[config.mk]
export PLATFORM = sky130hd
export DESIGN_NAME = rx_frame_filter
export DESIGN_NICKNAME = d
export VERILOG_FILES = /design/src/rtl/rxf_pkg.sv /design/src/rtl/rxf_cfg_reg.sv /design/src/rtl/rxf_len_count.sv /design/src/rtl/rxf_da_class.sv /design/src/rtl/rxf_decide.sv /design/src/rtl/rx_frame_filter.sv
export SDC_FILE = /design/constraint.sdc
export NUM_CORES = 1
export LEC_CHECK = 0
export ABC_AREA = 0
export BUFFER_PORTS_ARGS = -buffer_cell sky130_fd_sc_hd__clkbuf_2
export CAP_MARGIN = 5
export CORE_MARGIN = 5
export CORE_UTILIZATION = 45
export DETAILED_ROUTE_END_ITERATION = 8
export PLACE_DENSITY_LB_ADDON = 0.25
export REMOVE_ABC_BUFFERS = 1
export SYNTH_ARGS = -nofsm -noshare
export SYNTH_HDL_FRONTEND = slang
export SYNTH_SLANG_ARGS = --single-unit
[constraint.sdc]
create_clock -name clk -period 6 [get_ports clk]
set_clock_uncertainty 0.2 [all_clocks]
set_input_delay 0.3 -clock clk [delete_from_list [all_inputs] [get_ports clk]]
set_output_delay 0.3 -clock clk [all_outputs]
set_load 0.005 [all_outputs]
[src/rtl/rxf_pkg.sv]
package rxf_pkg;

  // Destination-address class used by the acceptance decision.
  typedef enum logic [1:0] {
    ADDR_OTHER   = 2'd0,
    ADDR_STATION = 2'd1,
    ADDR_BCAST   = 2'd2
  } addr_kind_e;

  // Per-frame verdict delivered on the end beat.
  typedef struct packed {
    logic accept;
    logic miss;
    logic long_f;
  } rx_status_t;

  localparam logic [7:0] BCAST_BYTE = 8'hFF;

endpackage

[src/rtl/rxf_cfg_reg.sv]
module rxf_cfg_reg #(
  parameter int unsigned LEN_W       = 14,
  parameter int unsigned DEF_MAX_LEN = 1518
) (
  input  logic             clk,
  input  logic             rst_n,
  input  logic             ctrl_enable,
  input  logic             cfg_wr,
  input  logic [LEN_W-1:0] wr_max_len,
  input  logic             wr_bc_reject,
  input  logic             wr_promisc,
  input  logic             wr_rx_dis_tx,
  input  logic             wr_iface_mode,
  output logic [LEN_W-1:0] max_len,
  output logic             bc_reject,
  output logic             promisc,
  output logic             rx_dis_tx,
  output logic             iface_mode
);

  localparam logic [LEN_W-1:0] RST_MAX = LEN_W'(DEF_MAX_LEN);

  // Named events: which parts of a write land this cycle.
  logic open_write;
  logic locked_write;
  assign open_write   = cfg_wr && !ctrl_enable;
  assign locked_write = cfg_wr && ctrl_enable;

  // Freely writable fields.
  always_ff @(posedge clk or negedge rst_n) begin
    if (!rst_n) begin
      max_len   <= RST_MAX;
      bc_reject <= 1'b0;
      promisc   <= 1'b0;
    end else if (cfg_wr) begin
      max_len   <= wr_max_len;
      bc_reject <= wr_bc_reject;
      promisc   <= wr_promisc;
    end
  end

  // Fields writable only while the controller is disabled.
  always_ff @(posedge clk or negedge rst_n) begin
    if (!rst_n) begin
      rx_dis_tx  <= 1'b0;
      iface_mode <= 1'b0;
    end else if (open_write) begin
      rx_dis_tx  <= wr_rx_dis_tx;
      iface_mode <= wr_iface_mode;
    end
  end

  AST_LOCKED_FIELDS_HOLD: assert property (@(posedge clk) disable iff (!rst_n)
    locked_write |=> ($stable(rx_dis_tx) && $stable(iface_mode)));
  AST_OPEN_WRITE_TAKES: assert property (@(posedge clk) disable iff (!rst_n)
    open_write |=> (rx_dis_tx == $past(wr_rx_dis_tx) && iface_mode == $past(wr_iface_mode)));
  AST_LIMIT_TAKES: assert property (@(posedge clk) disable iff (!rst_n)
    cfg_wr |=> (max_len == $past(wr_max_len)));

endmodule

[src/rtl/rxf_len_count.sv]
module rxf_len_count #(
  parameter int unsigned LEN_W = 14
) (
  input  logic             clk,
  input  logic             rst_n,
  input  logic             beat,
  input  logic             sof,
  input  logic             eof,
  input  logic             tx_busy,
  input  logic             rx_dis_tx,
  input  logic [LEN_W-1:0] max_len,
  output logic             frame_beat,
  output logic             blocked_now,
  output logic [LEN_W:0]   cur_len,
  output logic             over_limit,
  output logic             babble_evt,
  output logic             end_evt
);

  localparam int unsigned CNT_W = LEN_W + 1;

  // Saturating step: stops one past the limit.
  function automatic logic [CNT_W-1:0] len_step(input logic [CNT_W-1:0] prev,
                                                input logic [LEN_W-1:0] lim);
    logic [CNT_W-1:0] wide_lim;
    wide_lim = {1'b0, lim};
    if (prev > wide_lim) return prev;
    return prev + CNT_W'(1);
  endfunction

  function automatic logic beyond(input logic [CNT_W-1:0] n,
                                  input logic [LEN_W-1:0] lim);
    return n > {1'b0, lim};
  endfunction

  logic             open_q;
  logic             blocked_q;
  logic             fired_q;
  logic [CNT_W-1:0] cnt_q;

  logic [CNT_W-1:0] prev_len;
  logic             fired_prev;

  assign frame_beat  = beat && (sof || open_q);
  assign blocked_now = sof ? (rx_dis_tx && tx_busy) : blocked_q;
  assign prev_len    = sof ? '0 : cnt_q;
  assign fired_prev  = sof ? 1'b0 : fired_q;
  assign cur_len     = len_step(prev_len, max_len);
  assign over_limit  = beyond(cur_len, max_len);
  assign babble_evt  = frame_beat && !blocked_now && over_limit && !fired_prev;
  assign end_evt     = frame_beat && eof;

  always_ff @(posedge clk or negedge rst_n) begin
    if (!rst_n) begin
      open_q    <= 1'b0;
      blocked_q <= 1'b0;
      fired_q   <= 1'b0;
      cnt_q     <= '0;
    end else if (frame_beat) begin
      open_q    <= !eof;
      blocked_q <= blocked_now;
      fired_q   <= fired_prev || babble_evt;
      cnt_q     <= cur_len;
    end
  end

  AST_OPEN_AFTER_START: assert property (@(posedge clk) disable iff (!rst_n)
    (frame_beat && !eof) |=> (open_q && cnt_q != '0));
  AST_CLOSED_AFTER_END: assert property (@(posedge clk) disable iff (!rst_n)
    end_evt |=> !open_q);
  AST_SINGLE_FIRE: assert property (@(posedge clk) disable iff (!rst_n)
    (open_q && fired_q && !sof) |-> !babble_evt);
  AST_TX_LATE_IGNORED: assert property (@(posedge clk) disable iff (!rst_n)
    (frame_beat && !sof) |-> (blocked_now == blocked_q));

endmodule

[src/rtl/rxf_da_class.sv]
module rxf_da_class #(
  parameter int unsigned DA_BYTES = 6
) (
  input  logic       clk,
  input  logic       rst_n,
  input  logic       frame_beat,
  input  logic       sof,
  input  logic [7:0] data,
  output logic       bcast_now
);
  import rxf_pkg::*;

  localparam int unsigned POS_W = $clog2(DA_BYTES + 1);
  localparam logic [POS_W-1:0] DA_LAST = POS_W'(DA_BYTES);

  logic [POS_W-1:0] pos_q;
  logic             ones_q;

  logic [POS_W-1:0] pos_prev;
  logic [POS_W-1:0] pos_now;
  logic             ones_prev;
  logic             ones_now;
  logic             in_da;

  assign pos_prev  = sof ? '0 : pos_q;
  assign ones_prev = sof ? 1'b1 : ones_q;
  assign in_da     = pos_prev < DA_LAST;
  assign ones_now  = in_da ? (ones_prev && data == BCAST_BYTE) : ones_prev;
  assign pos_now   = in_da ? pos_prev + POS_W'(1) : pos_prev;
  assign bcast_now = ones_now && (pos_now == DA_LAST);

  always_ff @(posedge clk or negedge rst_n) begin
    if (!rst_n) begin
      pos_q  <= '0;
      ones_q <= 1'b0;
    end else if (frame_beat) begin
      pos_q  <= pos_now;
      ones_q <= ones_now;
    end
  end

  AST_NON_FF_BREAKS_BCAST: assert property (@(posedge clk) disable iff (!rst_n)
    (frame_beat && in_da && data != BCAST_BYTE) |-> !bcast_now);
  AST_SHORT_NOT_BCAST: assert property (@(posedge clk) disable iff (!rst_n)
    (frame_beat && sof) |-> !bcast_now);

endmodule

[src/rtl/rxf_decide.sv]
module rxf_decide (
  input  logic                  clk,
  input  logic                  rst_n,
  input  logic                  end_evt,
  input  logic                  blocked,
  input  logic                  is_bcast,
  input  logic                  station_match,
  input  logic                  over_limit,
  input  logic                  bc_reject,
  input  logic                  promisc,
  output logic                  stat_valid,
  output rxf_pkg::rx_status_t   status
);
  import rxf_pkg::*;

  // Returns {accept, miss} for one address class.
  function automatic logic [1:0] verdict(input addr_kind_e kind,
                                         input logic bc_rej,
                                         input logic prom);
    logic [1:0] r;
    case (kind)
      ADDR_BCAST:   r = bc_rej ? (prom ? 2'b11 : 2'b00) : 2'b10;
      ADDR_STATION: r = 2'b10;
      default:      r = prom ? 2'b11 : 2'b00;
    endcase
    return r;
  endfunction

  addr_kind_e kind;
  logic [1:0] am;

  assign kind = is_bcast ? ADDR_BCAST : (station_match ? ADDR_STATION : ADDR_OTHER);
  assign am   = verdict(kind, bc_reject, promisc);

  assign stat_valid    = end_evt;
  assign status.accept = end_evt && !blocked && am[1];
  assign status.miss   = end_evt && !blocked && am[0];
  assign status.long_f = end_evt && !blocked && over_limit;

  AST_MISS_NEEDS_ACCEPT: assert property (@(posedge clk) disable iff (!rst_n)
    status.miss |-> status.accept);
  AST_BLOCKED_SILENT: assert property (@(posedge clk) disable iff (!rst_n)
    (stat_valid && blocked) |-> (!status.accept && !status.miss && !status.long_f));
  AST_BCAST_REJECTED: assert property (@(posedge clk) disable iff (!rst_n)
    (stat_valid && is_bcast && bc_reject && !promisc) |-> !status.accept);
  AST_PROMISC_TAKES_ALL: assert property (@(posedge clk) disable iff (!rst_n)
    (stat_valid && promisc && !blocked) |-> status.accept);

endmodule

[src/rtl/rx_frame_filter.sv]
module rx_frame_filter #(
  parameter int unsigned LEN_W       = 14,
  parameter int unsigned DEF_MAX_LEN = 1518,
  parameter int unsigned DA_BYTES    = 6
) (
  input  logic             clk,
  input  logic             rst_n,
  input  logic             ctrl_enable,
  input  logic             cfg_wr,
  input  logic [LEN_W-1:0] wr_max_len,
  input  logic             wr_bc_reject,
  input  logic             wr_promisc,
  input  logic             wr_rx_dis_tx,
  input  logic             wr_iface_mode,
  input  logic             rx_valid,
  input  logic             rx_sof,
  input  logic             rx_eof,
  input  logic [7:0]       rx_data,
  input  logic             station_match,
  input  logic             tx_busy,
  output logic             iface_mode,
  output logic             stat_valid,
  output logic             stat_accept,
  output logic             stat_miss,
  output logic             stat_long,
  output logic             irq_babble
);
  import rxf_pkg::*;

  logic [LEN_W-1:0] max_len;
  logic             bc_reject;
  logic             promisc;
  logic             rx_dis_tx;

  // Named internal events, visible to the assertions below.
  logic             frame_beat;
  logic             blocked_now;
  logic [LEN_W:0]   cur_len;
  logic             over_limit;
  logic             babble_evt;
  logic             end_evt;
  logic             bcast_now;
  rx_status_t       status;

  rxf_cfg_reg #(.LEN_W(LEN_W), .DEF_MAX_LEN(DEF_MAX_LEN)) u_cfg (
    .clk(clk), .rst_n(rst_n), .ctrl_enable(ctrl_enable), .cfg_wr(cfg_wr),
    .wr_max_len(wr_max_len), .wr_bc_reject(wr_bc_reject), .wr_promisc(wr_promisc),
    .wr_rx_dis_tx(wr_rx_dis_tx), .wr_iface_mode(wr_iface_mode),
    .max_len(max_len), .bc_reject(bc_reject), .promisc(promisc),
    .rx_dis_tx(rx_dis_tx), .iface_mode(iface_mode)
  );

  rxf_len_count #(.LEN_W(LEN_W)) u_len (
    .clk(clk), .rst_n(rst_n), .beat(rx_valid), .sof(rx_sof), .eof(rx_eof),
    .tx_busy(tx_busy), .rx_dis_tx(rx_dis_tx), .max_len(max_len),
    .frame_beat(frame_beat), .blocked_now(blocked_now), .cur_len(cur_len),
    .over_limit(over_limit), .babble_evt(babble_evt), .end_evt(end_evt)
  );

  rxf_da_class #(.DA_BYTES(DA_BYTES)) u_da (
    .clk(clk), .rst_n(rst_n), .frame_beat(frame_beat), .sof(rx_sof),
    .data(rx_data), .bcast_now(bcast_now)
  );

  rxf_decide u_dec (
    .clk(clk), .rst_n(rst_n), .end_evt(end_evt), .blocked(blocked_now),
    .is_bcast(bcast_now), .station_match(station_match), .over_limit(over_limit),
    .bc_reject(bc_reject), .promisc(promisc),
    .stat_valid(stat_valid), .status(status)
  );

  assign stat_accept = status.accept;
  assign stat_miss   = status.miss;
  assign stat_long   = status.long_f;
  assign irq_babble  = babble_evt;

  AST_STATUS_ON_END_BEAT: assert property (@(posedge clk) disable iff (!rst_n)
    stat_valid |-> (rx_valid && rx_eof));
  AST_IRQ_ONE_CYCLE: assert property (@(posedge clk) disable iff (!rst_n)
    irq_babble |=> !(irq_babble && !rx_sof));
  AST_IRQ_AT_LIMIT: assert property (@(posedge clk) disable iff (!rst_n)
    irq_babble |-> (cur_len == {1'b0, max_len} + (LEN_W+1)'(1)));
  AST_LONG_MEANS_OVER: assert property (@(posedge clk) disable iff (!rst_n)
    stat_long |-> (cur_len > {1'b0, max_len}));

endmodule

Word-level counts from Yosys, hierarchy flattened
Index checks and enable logic that the tools add are counted.
W data, S select, Z words.
{ "word_totals": {"register_bits": 40, "input_bits": 35, "output_inout_bits": 6, "elab_cells": 54} }
{ "classes": {"n_addsub": 2, "n_lt_le_gt_ge": 3, "eq_ne": 4, "mux": 15, "n_reduce_logical": 19} }
{ "ops": {"columns": ["cell", "n"], "rows": [
  ["$mux W15", 3],
  ["$gt A15 B14 Y1", 2],
  ["$add A15 B1 Y15 const B", 1],
  ["$logic_and A1 B1 Y1", 13],
  ["$eq A8 B8 Y1 const B", 1],
  ["$mux W1", 6],
  ["$mux W2", 3],
  ["$mux W3", 2],
  ["$logic_not A1 Y1", 4],
  ["$pmux W2 S2", 1],
  ["$add A3 B1 Y3 const B", 1],
  ["$eq A3 B3 Y1 const B", 1],
  ["$lt A3 B3 Y1 const B", 1],
  ["$eq A2 B1 Y1 const B", 1],
  ["$eq A2 B2 Y1 const B", 1],
  ["$logic_or A1 B1 Y1", 2]
]} }

Depth between registers and ports, before layout
Gate-level depths: netlist of the first run.
{ "logic_depth": {"ltp_word": 9, "mapped_depth": 22, "depth_no_buf": 18} }

Modules after synthesis
Synthesis of the first run repeated with hierarchy kept, for this count alone.
{ "hier_totals": {"cells_unflattened": 331, "area_unflattened_um2": 3047.9} }
{ "modules_own_cells": {"columns": ["module", "n_inst", "cells_each", "area_per_inst_um2", "seq_area_each_um2"], "rows": [
  ["rxf_len_count", 1, 260, 2019.4, 450.4],
  ["rxf_cfg_reg", 1, 39, 753.2, 460.4],
  ["rxf_da_class", 1, 24, 220.2, 100.1],
  ["rxf_decide", 1, 8, 55.1, 0.0]
]} }

Worst setup path before layout of the first run
Ideal clock, no wire load.
{ "synth_timing": {"path_type": "input to output", "startpoint": "input rx_sof", "endpoint": "output irq_babble", "arrival_ns": 4.350, "required_ns": 5.500, "setup_slack_ns": 1.150, "cell_stages": 22, "cell_sequence": "buf_2 clkbuf_1 clkbuf_1 clkbuf_1 nor2_1 ha_1 a21o_1 a211oi_2 o21ai_2 a2111oi_4 nor2_4 buf_2 nor2_1 mux2i_1 ha_1 and3_1 o21ai_0 a31oi_1 o31a_1 o21ai_0 o41ai_2 and3_1"} }
{ "synth_via": {"elab_chain_cells": 7, "word_cells_on_any_way": 16} }
{ "synth_rtl": {"columns": ["element", "line", "text"], "rows": [
  ["start, declared", "rx_frame_filter.sv:16", "input logic rx_sof,"],
  ["$mux W15 (*)", "rxf_len_count.sv:46", "assign prev_len = sof ? '0 : cnt_q;"],
  ["$gt A15 B14 Y1", "rxf_len_count.sv:27", "if (prev > wide_lim) return prev;"],
  ["$mux W1", "rxf_len_count.sv:27", null],
  ["$mux W15 (*)", "rxf_len_count.sv:28", "return prev + CNT_W'(1);"],
  ["net cur_len[3]", "rx_frame_filter.sv:38", "logic [LEN_W:0] cur_len;"],
  ["$gt A15 B14 Y1 (*)", "rxf_len_count.sv:33", "return n > {1'b0, lim};"],
  ["$logic_and A1 B1 Y1 (*) (2 in a row)", "rxf_len_count.sv:50", "assign babble_evt = frame_beat && !blocked_now && over_limit && !fired_prev;"],
  ["end, declared", "rx_frame_filter.sv:26", "output logic irq_babble"]
]} }
Mark *: on every way through the listed nets, which the timed path passes. The rest lies on a longest branch. The select of a mux whose other input is x is not followed.

Final worst setup path of the first run
{ "layout_timing": {"startpoint": "register u_len.cnt_q[12]", "endpoint": "output irq_babble"} }
{ "layout_via": {"elab_chain_cells": 7, "word_cells_on_any_way": 9} }
{ "layout_rtl": {"columns": ["element", "line", "text"], "rows": [
  ["start, declared", "rxf_len_count.sv:39", "logic [CNT_W-1:0] cnt_q;"],
  ["start signal, assigned", "rxf_len_count.sv:63", "cnt_q <= cur_len;"],
  ["$mux W15", "rxf_len_count.sv:46", null],
  ["$gt A15 B14 Y1", "rxf_len_count.sv:27", null],
  ["$mux W1", "rxf_len_count.sv:27", null],
  ["$mux W15", "rxf_len_count.sv:28", null],
  ["net cur_len[7]", "rx_frame_filter.sv:38", null],
  ["$gt A15 B14 Y1", "rxf_len_count.sv:33", null],
  ["$logic_and A1 B1 Y1 (2 in a row)", "rxf_len_count.sv:50", null]
]} }
The timed path passes the listed nets, and every way through them passes these cells. The select of a mux whose other input is x is not followed.

==> results of run 1 <==
-- worst max-delay path by stage --
| stage | depth (start not counted) | from | slack [ns] | to |
|---|---|---|---|---|
| floorplan | 17 | u_len.cnt_q[12] | 1.79 | irq_babble |
| global placement | 19 | rx_sof | 0.93 | irq_babble |
| detailed placement | 19 | rx_sof | 0.79 | irq_babble |
| CTS | 18 | u_len.cnt_q[12] | 0.72 | irq_babble |
| global route | 17 | u_len.cnt_q[12] | 0.40 | irq_babble |
| finish | 18 | u_len.cnt_q[12] | 0.68 | irq_babble |
-- Yosys cell counts, drive strengths merged, types with 7 or more instances --
cell type / number
nor3: 11
o21ai: 29
dfrtp: 32
nand2: 37
ha: 28
and3: 7
clkbuf: 10
nand4: 8
nor2: 17
nand3: 11
a21oi: 12
nor2b: 18
xor2: 8
dfstp: 8
inv: 21
-- logic make-up (layout without fill, tap and decap cells) --
group | count (synthesis) | in the layout | synth area share (%)
simple gates | 134 | 134 | 24.3
compound gates | 85 | 85 | 20.0
flops | 40 | 40 | 33.4
buf+inv | 34 | 84 | 4.35
fa+ha+maj | 28 | 28 | 11.6
xor+xnor | 11 | 11 | 3.19
mux | 9 | 9 | 3.19
-- report_power, final --
group	internal, mW	leakage (nW)	switching (mW)	total, mW
Clock	0.124	0.0552	0.104	0.228
Sequential	0.312	0.486	0.0379	0.350
Combinational	0.116	1.16	0.138	0.255
Total	0.551	1.70	0.280	0.832
-- stage by stage --
| stage | utilization, % | cell area (um2) | std cells |
|---|---|---|---|
| global placement | 51.0 | 3300 | 449 |
| global route | 54.4 | 3510 | 468 |
| CTS | 54.4 | 3510 | 468 |
| finish | 54.4 | 3510 | 468 |
| floorplan | - | 2970 | 328 |
| detailed placement | 51.0 | 3300 | 449 |
-- final cells by class --
class / count / area share [%]
multi-input cells: 267 / 53.5
flip-flops and latches: 40 / 28.8
repair buffers: 55 / 9.68
well taps: 77 / 2.74
inverters: 21 / 2.24
clock buffers: 6 / 2.06
clock inverters: 2 / 0.997
-- flip-flops by register name, summed over array words and instances (netlist names) --
name,cells
u_cfg.bc_reject,1
u_cfg.iface_mode,1
u_cfg.max_len,14
u_cfg.promisc,1
u_cfg.rx_dis_tx,1
u_da.ones_q,1
u_da.pos_q,3
u_len.blocked_q,1
u_len.cnt_q,15
u_len.fired_q,1
u_len.open_q,1
-- repair_timing --
item                      4_1_cts  5_1_grt
gates resized for setup         0        0
hold buffers                   11        0
hold endpoints to repair       11        0
-- worst max-delay path, cell delays in order (launching register included) --
cell and delay [ns]:
dfrtp_1 0.43, nor2b_1 0.27, ha_1 0.33, a21o_1 0.18
a211oi_2 0.28, o21ai_0 0.17, o2bb2ai_1 0.42, nor2_4 0.23
nor3_1 0.33, xor2_1 0.19, ha_1 0.24, and4_1 0.23
o21ai_0 0.09, a31oi_1 0.07, o31a_1 0.32, o21ai_0 0.25
o41ai_2 0.15, and3_1 0.21, clkbuf_2 0.11
-- metal layers --
layer	vias to the layer above	wire (um)	share of wire [%]	track usage [%]
met5	-	0	0	0
met4	0	133	1.9	7.05
met3	12	367	5.1	2.86
met2	62	3250	45	28.6
met1	1215	3410	48	24.4
li1	1341	-	-	-
==> impl_metrics.py, run 1 <==
metrics = {
    "global_route": {
        "grt_pass1_wl_mm": 12.4,
        "grt_use_total_pct": 18.0,
        "grt_antenna_before_repair": 0,
        "gr-total-overflow": 0,
        "grt_max_degree": 41,
        "grt_pass1_vias": 2643,
    },
    "drt": {
        "wirelength_mm": 7.16,
        "wl_per_cell_um": 15.3,
        "drt_iter0_markers": 139,
        "dr.pass1.iters": 4,
        "drc": 0,
        "vias": 2630,
        "avgViaCountPerCell": 5.62,
        "ant_nets": 0,
    },
    "placement": {
        "hpwl_mm": 5.35,
        "post-place-ws_ns": 0.791,
        "gp_congestion": 0.883,
        "portBuffers": 40,
    },
    "clocking": {
        "cts_buffer_depth": 2,
        "clk_pin_slew_worst_paths_ns": 0.09,
        "cts.sinks": 40,
        "htreeDepth": 2,
        "root_buffer": "clkbuf_8",
        "clk_latency_ns": 0.31,
        "cts_tree": "built",
        "cts_setup_buffers": 0,
        "numCtsBuffers": 5,
    },
    "min_path": {
        "hold_path_class": "in2async",
    },
    "pwr": {
        "powerDensity_mw_per_mm2": 237,
        "power.leakage_nw": 1.70,
        "ir_worst_vdd_v": 0.000133,
        "total_power_mw": 0.832,
    },
    "sta": {
        "fin_crit_ns": 5.32,
        "period_share_pct": 88.7,
        "worst_pin_slew_ns": 1.02,
        "hold_viol": 32,
        "setup_viol": 0,
        "rsz0062_at_grt": "no",
        "drv_slew": 0,
        "fmax_mhz": 188,
        "hold_slack_ns": -0.0488,
        "final.setup.tns_ns": 0,
        "relSlewSlack_pct": 32.0,
        "fin_ws_ns": 0.676,
    },
    "synthesis": {
        "synth-seq-cells": 40,
        "ys_warn_count": 0,
        "yosysTopAreaCell": "dfrtp_1",
        "syn_inst": 341,
        "ys.flop_type": "dfrtp_1",
        "yosysUniqueCellTypes": 58,
        "synth.area.top_cells": "dfrtp_1 26%, ha_1 12%, dfstp_2 7.0%",
        "ys_async_sr_fraction_pct": 100,
        "syn_area_mm2": 0.00302,
        "syn_avg_cell_area_um2": 8.86,
        "synth_top_area_share_pct": 26.5,
        "synth-edff-count": 0,
        "yosysSeqAreaShare_pct": 33.4,
    },
    "worst_setup_path": {
        "startpoint_type": "flop",
        "cp_max_fo": 27,
        "cp.arrival_ns": 4.82,
        "r2r.worst_path.cells": 17,
        "r2r_slack_ns": 1.25,
        "path_class": "reg2out",
        "required_ns": 5.50,
        "reg2reg_from": "u_len.cnt_q[12]",
        "critPathCaptureType": "primary output",
        "r2r_end": "u_len.fired_q",
    },
    "cells_and_area": {
        "area_growth_pct": 16.3,
        "final_nets": 453,
        "multi_input_area_mm2": 0.00188,
        "drive_gt1_share_pct": 19.2,
        "layout_commonest_cell": "clkbuf_2",
        "regArea_mm2": 0.00101,
        "layout_common_cells": "40 x clkbuf_2, 37 x nand2_1, 32 x dfrtp_1, 28 x ha_1, 27 x o21ai_0",
        "fillers": 602,
        "n_antenna_cell": 0,
    },
    "floorplan": {
        "die_h_um": 92.0,
        "dieArea_mm2": 0.00846,
        "start_util_pct": 46.8,
        "core-area_mm2": 0.00646,
        "placementRows": 29,
        "ios": 41,
        "die_w_um": 92.0,
    },
    "run_status": {
        "failed_checks": "negative hold slack",
        "outcome": "finished, violations left",
    },
    "flow_run": {
        "cap_violations": 0,
    },
}
No activity file was read; power rests on OpenSTA's default activity.
==> run 2: changes to the inputs <==
==> constraint.sdc (replaced) <==
create_clock -name clk -period 6.4 [get_ports clk]
set_clock_uncertainty 0.2 [all_clocks]
set_input_delay 0.32 -clock clk [delete_from_list [all_inputs] [get_ports clk]]
set_output_delay 0.32 -clock clk [all_outputs]
set_load 0.005 [all_outputs]
==> run 2 against run 1 <==
Routed wire length shrank 0.27%. Sequential share of layout area is 1.2 points higher. Cell area is 4.1% lower. Sequential power fell by 6.3%. Cell count shrank 2.8%. The run still ends with negative hold slack left. Flip-flop and latch count did not move.
==> impl_metrics.py, run 2 (synthesis results as in run 1) <==
metrics = {
    "run_status": {
        "outcome": "finished, violations left",
        "failed_checks": "negative hold slack",
    },
    "clocking": {
        "numCtsBuffers": 5,
        "cts_setup_buffers": 0,
        "cts.sinks": 40,
        "clk_pin_slew_worst_paths_ns": 0.08,
        "htreeDepth": 2,
        "cts_buffer_depth": 2,
        "root_buffer": "clkbuf_8",
        "post_cts_resized": 0,
        "clk_latency_ns": 0.30,
        "cts_tree": "built",
        "hold_buffers": 0,
    },
    "worst_setup_path": {
        "cp.arrival_ns": 5.01,
        "startpoint_type": "input port",
        "r2r.worst_path.cells": 15,
        "r2r_slack_ns": 1.59,
        "required_ns": 5.88,
        "reg2reg_from": "u_len.cnt_q[12]",
        "cp_max_fo": 42,
        "r2r_end": "u_len.fired_q",
        "startpoint": "rx_sof",
        "critPathCaptureType": "primary output",
        "path_class": "in2out",
    },
    "cells_and_area": {
        "regMostFlops": "u_len.cnt_q",
        "n_antenna_cell": 0,
        "fin_area_mm2": 0.00337,
        "final_nets": 440,
        "top_regs": "u_len.cnt_q x15, u_cfg.max_len x14, u_da.pos_q x3",
        "largest_reg_flops": 15,
        "drive_gt1_share_pct": 19.6,
        "layout_commonest_cell": "clkbuf_2",
        "layout_common_cells": "40 x clkbuf_2, 37 x nand2_1, 32 x dfrtp_1, 28 x ha_1, 27 x o21ai_0",
        "area_growth_pct": 11.5,
        "fillers": 591,
    },
    "sta": {
        "relSlewSlack_pct": 31.0,
        "drv_slew": 0,
        "rsz0062_at_grt": "no",
        "fmax_mhz": 181,
        "hold_viol": 27,
        "worst_pin_slew_ns": 1.04,
        "hold_slack_ns": -0.0119,
        "period_share_pct": 86.4,
        "fin_crit_ns": 5.53,
        "final.setup.tns_ns": 0,
        "setup_viol": 0,
    },
    "floorplan": {
        "core-area_mm2": 0.00646,
        "start_util_pct": 46.8,
        "dieArea_mm2": 0.00846,
        "die_w_um": 92.0,
        "die_h_um": 92.0,
        "placementRows": 29,
        "ios": 41,
    },
    "pwr": {
        "power.leakage_nw": 1.64,
        "powerDensity_mw_per_mm2": 218,
        "ir_worst_vdd_v": 0.000168,
    },
    "global_route": {
        "grt_pass1_vias": 2605,
        "grt_use_total_pct": 18.0,
        "grt_max_degree": 43,
        "grt_pass1_wl_mm": 12.4,
        "grt_antenna_before_repair": 0,
        "gr-total-overflow": 0,
    },
    "placement": {
        "gp_congestion": 0.918,
        "portBuffers": 40,
        "hpwl_mm": 5.33,
        "dpl_cell_area_mm2": 0.00328,
    },
    "drt": {
        "met1_length_mm": 3.37,
        "vias": 2595,
        "dr.pass1.iters": 5,
        "wl_met3_um": 369,
        "ant_nets": 0,
        "wl_per_cell_um": 15.7,
        "avgViaCountPerCell": 5.70,
        "drc": 0,
        "wl_met2_mm": 3.31,
        "highest_layer": "met4",
        "wirelength_mm": 7.14,
        "drt_iter0_markers": 86,
    },
    "flow_run": {
        "cap_violations": 0,
    },
    "min_path": {
        "hold_path_class": "in2async",
    },
}
[run 2: changes by cell type in the layout (fill, tap and decap cells not counted)]
cell / delta
clkinv_2: +1
bufinv_16: -1
buf_4: -2
dlygate4sd3_1: -11
clkbuf_1: -1
clkinv_4: +1
[run 2: through the flow]
| stage | hold WS (ns) | std cells | utilization [%] | worst slack, ns | power, mW |
|---|---|---|---|---|---|
| global placement | 0.274 | 447 | 50.8 | 1.07 | 0.556 |
| detailed placement | 0.286 | 447 | 50.8 | 0.923 | 0.563 |
| CTS | 0.0125 | 455 | 52.2 | 0.886 | 0.742 |
| floorplan | -0.176 | 328 | - | 2.17 | 0.488 |
| global route | 0.0212 | 455 | 52.2 | 0.472 | 0.797 |
| finish | -0.0119 | 455 | 52.2 | 0.867 | 0.736 |
[run 2: worst max path at each step]
stage	end	slack, ns	cells past startpoint
finish	irq_babble	0.87	17
detailed placement	irq_babble	0.92	19
CTS	irq_babble	0.89	19
floorplan	irq_babble	2.17	17
global placement	irq_babble	1.07	19
global route	irq_babble	0.47	17
[run 2: layout make-up]
class                      count  area, um2  area share, %
sequential                    40       1010           30.0
multi-input combinational    267       1880           55.8
tap                           77       96.3           2.86
clock buffer                   5       68.8           2.04
clock inverter                 3       18.8          0.557
inverter                      21       78.8           2.34
timing repair buffer          42        215           6.39
[run 2: worst max-delay path: stages]
cell and delay, ns:
clkbuf_2 0.57, nor2b_1 0.20, ha_1 0.38, a21o_1 0.18, a211oi_2 0.36, o21ai_0 0.21, o2bb2ai_1 0.42, o21ai_0 0.24
o21ai_0 0.29, ha_1 0.30, a2111oi_0 0.41, a31oi_1 0.15, o31a_1 0.31, o21ai_0 0.20, o41ai_2 0.14, and3_1 0.21
clkbuf_2 0.11
[run 2: where the power goes]
part           total (mW)  internal [mW]  switching [mW]  leakage [nW]
registers           0.328          0.292          0.0360         0.486
logic               0.232          0.102           0.130          1.10
clock network       0.176         0.0762          0.0994        0.0479
[run 2: layer usage]
metal / up-vias / GRT usage [%]
met1: 1202 / 24.7
met2: 72 / 29.1
met5: - / 0
li1: 1315 / -
met4: 0 / 4.46
met3: 6 / 3.52
==> run 3: changes to the inputs <==
--- a/config.mk
+++ b/config.mk
@@ -9,7 +9,7 @@
 export BUFFER_PORTS_ARGS = -buffer_cell sky130_fd_sc_hd__clkbuf_2
 export CAP_MARGIN = 5
 export CORE_MARGIN = 5
-export CORE_UTILIZATION = 45
+export CORE_UTILIZATION = 60
 export DETAILED_ROUTE_END_ITERATION = 8
 export PLACE_DENSITY_LB_ADDON = 0.25
 export REMOVE_ABC_BUFFERS = 1
==> run 3 against run 2 <==
The flow still finishes with violations (negative hold slack). Cell count is 2.4% lower. Core utilization is 17 points higher. Non-clock buffer count is 1 lower. Clock-buffer cell count is 1 higher. Global-route usage is 5.2 points higher. Combinational power hardly changed. Routed wire length is 1.6% lower. Highest routed layer unchanged.
==> impl_metrics.py, run 3 (synthesis results as in run 1) <==
metrics = {
    "run_status": {
        "outcome": "finished, violations left",
        "failed_checks": "negative hold slack",
    },
    "worst_setup_path": {
        "cp.arrival_ns": 5.00,
        "startpoint": "rx_sof",
        "cp_max_fo": 42,
        "cp_common_cell": "o21ai_0",
        "startpoint_type": "input port",
        "reg2reg_from": "u_len.cnt_q[12]",
        "critPathCaptureType": "primary output",
        "cpPeakStageDelay_ns": 0.42,
        "path_cells": "clkbuf_2, nor2b_1, ha_1, a21o_1, a211oi_2, o21ai_0, o2bb2ai_1, nor2_4, nor3_1, xor2_1, ha_1, and4_1, o21ai_0, a31oi_1, o31a_1, o21ai_0, o41ai_2, and3_1, clkbuf_2",
        "critPathSlowestCell": "clkbuf_2",
        "required_ns": 5.88,
        "path_class": "in2out",
        "r2r_slack_ns": 1.61,
    },
    "floorplan": {
        "dieArea_mm2": 0.00656,
        "placementRows": 25,
        "start_util_pct": 62.8,
        "ios": 41,
        "die_h_um": 81.0,
        "die_w_um": 81.0,
        "core-area_mm2": 0.00482,
    },
    "cells_and_area": {
        "largest_reg_flops": 15,
        "finalNonFillerCells": 444,
        "layout_commonest_cell": "clkbuf_2",
        "fin_area_mm2": 0.00335,
        "drive_gt1_share_pct": 19.4,
        "final_nets": 439,
        "n_antenna_cell": 0,
        "fillers": 421,
        "layout_common_cells": "40 x clkbuf_2, 37 x nand2_1, 32 x dfrtp_1, 28 x ha_1, 27 x o21ai_0",
        "top_regs": "u_len.cnt_q x15, u_cfg.max_len x14, u_da.pos_q x3",
        "area_growth_pct": 11.0,
        "regMostFlops": "u_len.cnt_q",
    },
    "clocking": {
        "htreeDepth": 2,
        "root_buffer": "clkbuf_8",
        "cts_buffer_depth": 2,
        "numCtsBuffers": 5,
        "clk_pin_slew_worst_paths_ns": 0.08,
        "hold_buffers": 0,
        "clk_latency_ns": 0.30,
        "post_cts_resized": 0,
        "cts_setup_buffers": 0,
        "cts_tree": "built",
        "cts.sinks": 40,
    },
    "drt": {
        "drt_iter0_markers": 160,
        "wl_per_cell_um": 15.8,
        "vias": 2656,
        "dr.pass1.iters": 5,
        "wirelength_mm": 7.03,
        "drc": 0,
        "avgViaCountPerCell": 5.98,
        "ant_nets": 0,
    },
    "flow_run": {
        "cap_violations": 0,
    },
    "sta": {
        "setup_viol": 0,
        "worst_pin_slew_ns": 0.995,
        "fin_ws_ns": 0.881,
        "fin_crit_ns": 5.52,
        "rsz0062_at_grt": "no",
        "relSlewSlack_pct": 33.7,
        "final.setup.tns_ns": 0,
        "hold_slack_ns": -0.0343,
        "fmax_mhz": 181,
        "hold_viol": 32,
        "drv_slew": 0,
        "period_share_pct": 86.2,
    },
    "placement": {
        "dp.cells": 436,
        "post-place-ws_ns": 1.04,
        "dpl_cell_area_mm2": 0.00326,
        "gp_congestion": 0.904,
        "hpwl_mm": 5.24,
        "portBuffers": 40,
    },
    "pwr": {
        "ir_worst_vdd_v": 0.000201,
        "powerDensity_mw_per_mm2": 221,
        "power.leakage_nw": 1.63,
    },
    "global_route": {
        "grt_use_total_pct": 23.2,
        "grt_pass1_wl_mm": 11.9,
        "grt_antenna_before_repair": 0,
        "grt_pass1_vias": 2507,
        "grt_max_degree": 43,
        "gr-total-overflow": 0,
    },
    "min_path": {
        "hold_path_class": "in2async",
    },
}
## run 3: changes by cell type in the layout (fill, tap and decap cells not counted), sizes merged
cell    delta
clkbuf     +1
buf        -1
clkinv     -1
## run 3: final cells by class
class / count / area [um2] / area share, %
Multi-Input combinational cell: 267 / 1880 / 56.1
Clock buffer: 6 / 82.6 / 2.46
Sequential cell: 40 / 1010 / 30.1
Timing Repair Buffer: 41 / 208 / 6.19
Inverter: 21 / 78.8 / 2.35
Clock inverter: 2 / 10.0 / 0.298
Tap cell: 67 / 83.8 / 2.50
## run 3: routing by layer
layer | wire length [um] | GRT usage, % | vias up
li1 | - | - | 1307
met1 | 3310 | 31.9 | 1242
met2 | 3170 | 36.8 | 86
met3 | 398 | 4.77 | 21
met4 | 145 | 6.76 | 0
met5 | 0 | 0 | -
## run 3: worst max-delay path, delay by kind of cell
family | cells | cell delay (ns)
adders and majority gates | 2 | 0.57
AOI/OAI and AO/OA | 9 | 1.93
and+or+nand+nor | 5 | 1.43
xor gates and xnor gates | 1 | 0.18
buffers and inverters | 2 | 0.53
## run 3: metrics by stage
| step | hold slack (ns) | power [mW] | util (%) |
|---|---|---|---|
| after CTS | 0.00973 | 0.744 | 69.6 |
| after global routing | 0.0235 | 0.793 | 69.6 |
| after global placement | 0.277 | 0.554 | 67.7 |
| after detailed placement | 0.281 | 0.562 | 67.7 |
| final | -0.0343 | 0.741 | 69.6 |
| after floorplan | -0.176 | 0.488 | - |
## run 3: final timing paths
| kind | endpoint | cells after the start |
|---|---|---|
| worst max-delay path | irq_babble | 19 |
| worst min-delay path | u_cfg.max_len[9] | 1 |
| worst max register to register | u_len.fired_q | 17 |
| worst min register to register | u_da.ones_q | 1 |
| max in group asynchronous | u_cfg.max_len[4] | 1 |
| min in group clk | u_cfg.max_len[5] | 3 |
## run 3: power by group
group	leakage, nW	internal, mW	switching (mW)
clock network	0.0510	0.0861	0.0929
logic	1.10	0.102	0.131
registers	0.486	0.292	0.0364
total	1.63	0.481	0.260
